<file path="src/rtl/phy_ctrl_pkg.sv">
// Package: shared constants and types for the PHY basic control register.
// Assumes a 16-bit management register with a 7-bit reserved field at the bottom.
package phy_ctrl_pkg;
    localparam int CTRL_DATA_W  = 16;
    localparam int CTRL_ADDR_W  = 5;
    localparam int CTRL_RSVD_W  = 7;
    localparam int CTRL_ADDR    = 0;
    localparam int POS_LOOP     = 14;
    localparam int POS_AN_EN    = 12;
    localparam int POS_MAN_DUP  = 8;
    localparam int POS_COLTEST  = 7;
    localparam logic [CTRL_DATA_W-1:0] CTRL_RESET = 16'h1000;

    typedef enum logic [1:0] {
        CT_IDLE = 2'd0,
        CT_ARM  = 2'd1,
        CT_ON   = 2'd2,
        CT_HOLD = 2'd3
    } col_state_e;
endpackage

</file>
<file path="src/rtl/phy_ctrl_regfile.sv">
// Module: storage of the control register's upper bits and its read path.
// Assumes a single-cycle write strobe. Reads are combinational and the reserved
// field is never stored, so it always reads zero.
module phy_ctrl_regfile
    import phy_ctrl_pkg::*;
#(
    parameter int ADDR_W   = CTRL_ADDR_W,
    parameter int DATA_W   = CTRL_DATA_W,
    parameter int RSVD_W   = CTRL_RSVD_W,
    parameter int REG_ADDR = CTRL_ADDR,
    parameter logic [DATA_W-1:0] RESET_VAL = CTRL_RESET
) (
    input  logic              clk,
    input  logic              rst_n,
    input  logic [ADDR_W-1:0] addr,
    input  logic [DATA_W-1:0] wdata,
    input  logic              we,
    output logic [DATA_W-1:0] rdata,
    output logic              loop_o,
    output logic              an_en_o,
    output logic              man_dup_o,
    output logic              coltest_o
);
    localparam int STORE_W = DATA_W - RSVD_W;
    localparam logic [ADDR_W-1:0] SEL = ADDR_W'(REG_ADDR);

    logic [STORE_W-1:0] ctrl_q;
    logic               hit;

    // Decode whether the front end addresses this register.
    always_comb hit = (addr == SEL);

    // Capture the stored bits on a write to this register.
    always_ff @(posedge clk) begin
        if (!rst_n)
            ctrl_q <= RESET_VAL[DATA_W-1:RSVD_W];
        else if (we && hit)
            ctrl_q <= wdata[DATA_W-1:RSVD_W];
    end

    // Build the read data: stored bits above a zero reserved field.
    always_comb rdata = hit ? {ctrl_q, {RSVD_W{1'b0}}} : '0;

    // Hand the decoded control bits to the neighbouring logic.
    always_comb begin
        loop_o    = ctrl_q[POS_LOOP    - RSVD_W];
        an_en_o   = ctrl_q[POS_AN_EN   - RSVD_W];
        man_dup_o = ctrl_q[POS_MAN_DUP - RSVD_W];
        coltest_o = ctrl_q[POS_COLTEST - RSVD_W];
    end

    // a captured write is visible on the next cycle's read path.
    assert_write_lands_R3: assert property (@(posedge clk) disable iff (!rst_n)
        (we && hit) |=> (rdata[DATA_W-1:RSVD_W] == $past(wdata[DATA_W-1:RSVD_W])));

    // the reserved field never reads nonzero.
    assert_rsvd_zero_R2: assert property (@(posedge clk) disable iff (!rst_n)
        rdata[RSVD_W-1:0] == '0);
endmodule

</file>
<file path="src/rtl/phy_duplex_sel.sv">
// Module: resolves the effective duplex mode.
// Priority is loopback (forces full), then auto-negotiation result, then the manual bit.
// Assumes all inputs are synchronous to the register clock.
module phy_duplex_sel (
    input  logic loop_i,
    input  logic an_en_i,
    input  logic man_dup_i,
    input  logic neg_dup_i,
    output logic full_dup_o
);
    // Pick the duplex source by priority.
    always_comb begin
        if (loop_i)
            full_dup_o = 1'b1;
        else if (an_en_i)
            full_dup_o = neg_dup_i;
        else
            full_dup_o = man_dup_i;
    end
endmodule

</file>
<file path="src/rtl/phy_col_test.sv">
// Module: collision test generator. It echoes the transmit enable onto the collision output
// after ON_DLY bit-time enables and drops it OFF_DLY enables after the transmit enable falls.
// Assumes bit_tick is a one-cycle pulse and that tx_en is synchronous.
module phy_col_test
    import phy_ctrl_pkg::*;
#(
    parameter int ON_DLY  = 64,
    parameter int OFF_DLY = 2
) (
    input  logic clk,
    input  logic rst_n,
    input  logic enable_i,
    input  logic bit_tick,
    input  logic tx_en,
    output logic col_o
);
    localparam int MAX_DLY = (ON_DLY > OFF_DLY) ? ON_DLY : OFF_DLY;
    localparam int CNT_W   = $clog2(MAX_DLY + 1);
    localparam logic [CNT_W-1:0] ON_LAST  = CNT_W'(ON_DLY - 1);
    localparam logic [CNT_W-1:0] OFF_LAST = CNT_W'(OFF_DLY - 1);

    col_state_e       state_q, state_d;
    logic [CNT_W-1:0] cnt_q, cnt_d;

    // Next-state and counter logic of the echo sequencer.
    always_comb begin
        state_d = state_q;
        cnt_d   = cnt_q;
        if (!enable_i) begin
            state_d = CT_IDLE;
            cnt_d   = '0;
        end else begin
            unique case (state_q)
                CT_IDLE: begin
                    if (tx_en) begin
                        state_d = CT_ARM;
                        cnt_d   = '0;
                    end
                end
                CT_ARM: begin
                    if (!tx_en) begin
                        state_d = CT_IDLE;
                        cnt_d   = '0;
                    end else if (bit_tick) begin
                        if (cnt_q == ON_LAST) begin
                            state_d = CT_ON;
                            cnt_d   = '0;
                        end else begin
                            cnt_d = cnt_q + 1'b1;
                        end
                    end
                end
                CT_ON: begin
                    if (!tx_en) begin
                        state_d = CT_HOLD;
                        cnt_d   = '0;
                    end
                end
                CT_HOLD: begin
                    if (tx_en) begin
                        state_d = CT_ON;
                        cnt_d   = '0;
                    end else if (bit_tick) begin
                        if (cnt_q == OFF_LAST) begin
                            state_d = CT_IDLE;
                            cnt_d   = '0;
                        end else begin
                            cnt_d = cnt_q + 1'b1;
                        end
                    end
                end
                default: begin
                    state_d = CT_IDLE;
                    cnt_d   = '0;
                end
            endcase
        end
    end

    // Sequencer registers.
    always_ff @(posedge clk) begin
        if (!rst_n) begin
            state_q <= CT_IDLE;
            cnt_q   <= '0;
        end else begin
            state_q <= state_d;
            cnt_q   <= cnt_d;
        end
    end

    // Registered collision output, high while echoing or holding after the fall.
    always_ff @(posedge clk) begin
        if (!rst_n)
            col_o <= 1'b0;
        else
            col_o <= enable_i && ((state_d == CT_ON) || (state_d == CT_HOLD));
    end

    // a disabled generator leaves the output low on the next cycle.
    assert_off_forces_low_R12: assert property (@(posedge clk) disable iff (!rst_n)
        !enable_i |=> !col_o);

    // a transmit enable that drops while arming keeps the output low.
    assert_cancel_R9: assert property (@(posedge clk) disable iff (!rst_n)
        (state_q == CT_ARM && !tx_en) |=> !col_o);

    // the output only rises when transmit enable and the test were both active.
    assert_rise_cause_R8: assert property (@(posedge clk) disable iff (!rst_n)
        $rose(col_o) |-> $past(tx_en && enable_i && bit_tick));

    // the output only falls after transmit enable went low or the test was cleared.
    assert_fall_cause_R10: assert property (@(posedge clk) disable iff (!rst_n)
        $fell(col_o) |-> $past(!tx_en || !enable_i));
endmodule

</file>
<file path="src/rtl/phy_ctrl_reg.sv">
// Module: top of the PHY basic control register. It joins the register storage,
// the duplex resolver and the collision test generator.
// Assumes a management front end that presents decoded register accesses.
module phy_ctrl_reg
    import phy_ctrl_pkg::*;
#(
    parameter int ADDR_W    = CTRL_ADDR_W,
    parameter int DATA_W    = CTRL_DATA_W,
    parameter int COL_ON    = 64,
    parameter int COL_OFF   = 2
) (
    input  logic              clk,
    input  logic              rst_n,
    input  logic              bit_tick,
    input  logic [ADDR_W-1:0] mgmt_addr,
    input  logic [DATA_W-1:0] mgmt_wdata,
    input  logic              mgmt_we,
    output logic [DATA_W-1:0] mgmt_rdata,
    input  logic              neg_full_duplex,
    input  logic              tx_en,
    output logic              full_duplex,
    output logic              col
);
    logic loop_bit, an_en_bit, man_dup_bit, coltest_bit;

    phy_ctrl_regfile #(
        .ADDR_W   (ADDR_W),
        .DATA_W   (DATA_W),
        .RSVD_W   (CTRL_RSVD_W),
        .REG_ADDR (CTRL_ADDR),
        .RESET_VAL(CTRL_RESET)
    ) u_regs (
        .clk      (clk),
        .rst_n    (rst_n),
        .addr     (mgmt_addr),
        .wdata    (mgmt_wdata),
        .we       (mgmt_we),
        .rdata    (mgmt_rdata),
        .loop_o   (loop_bit),
        .an_en_o  (an_en_bit),
        .man_dup_o(man_dup_bit),
        .coltest_o(coltest_bit)
    );

    phy_duplex_sel u_dup (
        .loop_i    (loop_bit),
        .an_en_i   (an_en_bit),
        .man_dup_i (man_dup_bit),
        .neg_dup_i (neg_full_duplex),
        .full_dup_o(full_duplex)
    );

    phy_col_test #(
        .ON_DLY (COL_ON),
        .OFF_DLY(COL_OFF)
    ) u_col (
        .clk     (clk),
        .rst_n   (rst_n),
        .enable_i(coltest_bit),
        .bit_tick(bit_tick),
        .tx_en   (tx_en),
        .col_o   (col)
    );

    // a write that sets loopback yields full duplex from the next cycle.
    assert_loop_full_R6: assert property (@(posedge clk) disable iff (!rst_n)
        (mgmt_we && mgmt_addr == ADDR_W'(CTRL_ADDR) && mgmt_wdata[POS_LOOP]) |=> full_duplex);

    // a write with loopback and auto-negotiation clear makes bit 8 the duplex.
    assert_manual_dup_R5: assert property (@(posedge clk) disable iff (!rst_n)
        (mgmt_we && mgmt_addr == ADDR_W'(CTRL_ADDR) && !mgmt_wdata[POS_LOOP] && !mgmt_wdata[POS_AN_EN])
        |=> (full_duplex == $past(mgmt_wdata[POS_MAN_DUP])));
endmodule

</file>
<file path="config.mk">
export PLATFORM = sky130hd
export DESIGN_NAME = phy_ctrl_reg
export DESIGN_NICKNAME = d
export VERILOG_FILES = /design/src/rtl/phy_ctrl_pkg.sv /design/src/rtl/phy_ctrl_regfile.sv /design/src/rtl/phy_duplex_sel.sv /design/src/rtl/phy_col_test.sv /design/src/rtl/phy_ctrl_reg.sv
export SDC_FILE = /design/constraint.sdc
export NUM_CORES = 1
export LEC_CHECK = 0
export BUFFER_PORTS_ARGS = -buffer_cell sky130_fd_sc_hd__buf_2
export CAP_MARGIN = 20
export CORE_MARGIN = 4
export CORE_UTILIZATION = 35
export CTS_CLUSTER_SIZE = 25
export DETAILED_ROUTE_END_ITERATION = 10
export GPL_ROUTABILITY_DRIVEN = 0
export PLACE_DENSITY_LB_ADDON = 0.1
export SLEW_MARGIN = 20
export SYNTH_ARGS = -nofsm -noshare
export SYNTH_HDL_FRONTEND = slang
export SYNTH_SLANG_ARGS = --single-unit
</file>
<file path="constraint.sdc">
create_clock -name clk -period 1.75 [get_ports clk]
set_input_delay 0.175 -clock clk [delete_from_list [all_inputs] [get_ports clk]]
set_output_delay 0.175 -clock clk [all_outputs]
set_load 0.03 [all_outputs]
</file>
==> results.json <==
{
  "cp_slowest_cell": "or4_4",
  "cp.arrival_ns": 1.41,
  "numCtsBuffers": 3,
  "hpwl_um": 1810,
  "cp-startpoint": "mgmt_addr[0]",
  "avgSynthCellArea_um2": 8.25,
  "port_buffers": 30,
  "die_width_um": 63.8,
  "min_path_type": "input port to flip-flop",
  "final_cell_mix": "30 x buf_2, 18 x dfxtp_1, 16 x nand3_1",
  "wl_met1_um": 1100,
  "first_pass_iters": 4,
  "die-area_um2": 4070,
  "grt_pass1_vias": 970,
  "met2WireLength_um": 1060,
  "cts_tree": "done",
  "rsz0062_at_grt": "false",
  "wire_per_inst_um": 11.7,
  "global_route.overflow_total": 0,
  "final-setup-viol-count": 0,
  "hold_slack_ns": 0.129,
  "via_per_inst": 5.05,
  "htree_num_levels": 1,
  "ctsResizeCount": 0,
  "syn_area_um2": 1090,
  "p_leak_nw": 0.545,
  "layout_commonest_cell": "buf_2",
  "drtIter0Drc": 48,
  "synth_area_leaders": "dfxtp_1 35%, nand3_1 7.4%, and2_1 5.7%",
  "fmax_mhz": 632,
  "drt-total-wl_um": 2320,
  "yosysWarnings": 0,
  "ys_types": 42,
  "final.period_utilization_pct": 90.5,
  "path_clk_slew_ns": 0.10,
  "rows": 19,
  "yosysSeqAreaShare_pct": 34.9,
  "fin_skew_ns": 0.00487,
  "top_layer": "met4",
  "ys_ff_latch": 19,
  "synthesis.instances": 132,
  "drc": 0,
  "final_layout_size_suffix_gt1_share_pct": 26.9,
  "initial_core_util_pct": 38.2,
  "r2r-start": "u_col.cnt_q[0]",
  "critPathMaxFanout": 18,
  "netlist.area_leader.share_pct": 34.9,
  "hold_start": "mgmt_wdata[12]",
  "clkSinkCount": 19,
  "met3_length_um": 127,
  "peakVddDrop_uv": 216,
  "grt_max_degree": 19,
  "reg2reg_depth": 6,
  "drv_cap": 0,
  "cts_buffer_depth": 2,
  "place_ws_ns": 0.0546,
  "antenna_left": 0,
  "path_class": "input port to output port",
  "p_per_area_nw_per_um2": 563,
  "start_kind": "input port",
  "clock_latency_ns": 0.28,
  "ios": 45,
  "fin_ws_ns": 0.167,
  "area_growth_pct": 19.5,
  "coreArea_um2": 2850,
  "hold_viol": 0,
  "synth_top_area_cell": "dfxtp_1",
  "crit_required_ns": 1.57,
  "hold_depth": 3,
  "cts_hold_buf": 0,
  "diodes": 0,
  "antenna_found_initial": 0,
  "dpl-instance-area_um2": 1270,
  "cts_root_buf": "clkbuf_4",
  "grt_pass1_wl_um": 4110,
  "postCtsSetupBuffers": 0,
  "critPathMostFrequentCell": "buf_2",
  "setup_tns_ns": 0,
  "via_count": 1000,
  "cp_cell_sequence": "buf_2 -> or4_4 -> nor2_2 -> buf_12 -> and2_1 -> buf_2",
  "die_y_um": 63.8,
  "grtUsageTotal_pct": 12.0,
  "cp-end-kind": "output port",
  "finalNonFillerCells": 198,
  "finalCriticalPeriod_ns": 1.58,
  "fin_nets": 197,
  "fin_area_um2": 1300,
  "place_inst": 194,
  "cp_slowest_stage_delay_ns": 0.53,
  "drv_slew": 0,
  "status": "finished, final reports clean"
}
==> worst paths after layout <==
kind / to / slack (ns)
setup / recovery: mgmt_rdata[9] / 0.17
hold / removal: u_regs.ctrl_q[5] / 0.13
setup reg to reg: u_col.cnt_q[1] / 0.17
hold reg to reg: u_regs.ctrl_q[2] / 0.46
==> area by class of cell <==
| class | count | area, um^2 |
|---|---|---|
| clock buffers | 4 | 26.3 |
| flip-flops and latches | 19 | 382 |
| multi-input cells | 103 | 624 |
| inverters | 4 | 15.0 |
| repair buffers | 37 | 215 |
| fillers | 298 | 1550 |
| well taps | 31 | 38.8 |
==> synthesized netlist by cell type <==
| cell | n |
|---|---|
| and3b_1 | 1 |
| nand3_1 | 16 |
| nand4b_1 | 1 |
| and2_1 | 10 |
| o211ai_1 | 1 |
| buf_4 | 7 |
| clkbuf_1 | 1 |
| a2111oi_1 | 1 |
| o2111ai_1 | 1 |
| a211o_1 | 1 |
| buf_6 | 1 |
| clkbuf_2 | 1 |
| or4_4 | 1 |
| nor4_1 | 1 |
| conb_1 | 1 |
| a211oi_1 | 1 |
| ha_1 | 2 |
| a21boi_1 | 8 |
| nor3_1 | 1 |
| o21a_1 | 1 |
| a221oi_1 | 1 |
| nor2b_1 | 2 |
| or3b_1 | 1 |
| buf_2 | 1 |
| a31o_2 | 1 |
| and3_1 | 1 |
| xor2_1 | 2 |
| nand2_1 | 12 |
| a22oi_1 | 3 |
| o22ai_1 | 1 |
| nor2_2 | 1 |
| inv_1 | 4 |
| nand2b_1 | 4 |
| dfxtp_1 | 19 |
| clkbuf_8 | 1 |
| o21ai_0 | 5 |
| a21oi_1 | 6 |
| nand2_2 | 1 |
| nor2_1 | 1 |
| or3_1 | 3 |
| mux2i_1 | 1 |
| nand4_1 | 3 |
==> metrics by stage <==
| step | utilization, % | power, mW |
|---|---|---|
| CTS | 45.6 | 0.751 |
| global placement | 44.6 | 0.525 |
| detailed placement | 44.6 | 0.526 |
| floorplan | - | 0.507 |
| finish | 45.6 | 0.732 |
| global route | 45.6 | 0.780 |
==> state kept, by name (all words and copies together) (netlist names) <==
signal,cells
u_col.state_q,2
u_col.col_o,1
u_col.cnt_q,7
u_regs.ctrl_q,9
==> layer usage <==
metal | global-route usage [%] | up-vias
met5 | 0 | -
met4 | 3.23 | 0
met3 | 2.80 | 2
met2 | 19.9 | 23
met1 | 15.6 | 446
li1 | - | 529
==> power by group <==
group          total, mW  internal, mW  switching, mW
sequential         0.435         0.434        0.00102
clock              0.216        0.0884          0.128
combinational     0.0810        0.0300         0.0510
==> critical path, delay by kind of cell <==
kind | cells | cell delay, ns
buf+inv | 3 | 0.44
simple gates | 3 | 0.80
==> cells by family (layout without fill, tap and decap cells) <==
| family | count (synthesis) | count (layout) | share of synthesized area [%] |
|---|---|---|---|
| simple gates | 60 | 60 | 30.7 |
| compound gates | 31 | 31 | 19.4 |
| fa+ha+maj | 2 | 2 | 2.30 |
| mux | 1 | 1 | 0.920 |
| buf+inv | 16 | 45 | 9.77 |
| flops | 19 | 19 | 34.9 |
| other cells | 1 | 7 | 0.344 |
| xor+xnor | 2 | 2 | 1.61 |
(Power assumes the default switching activity.)
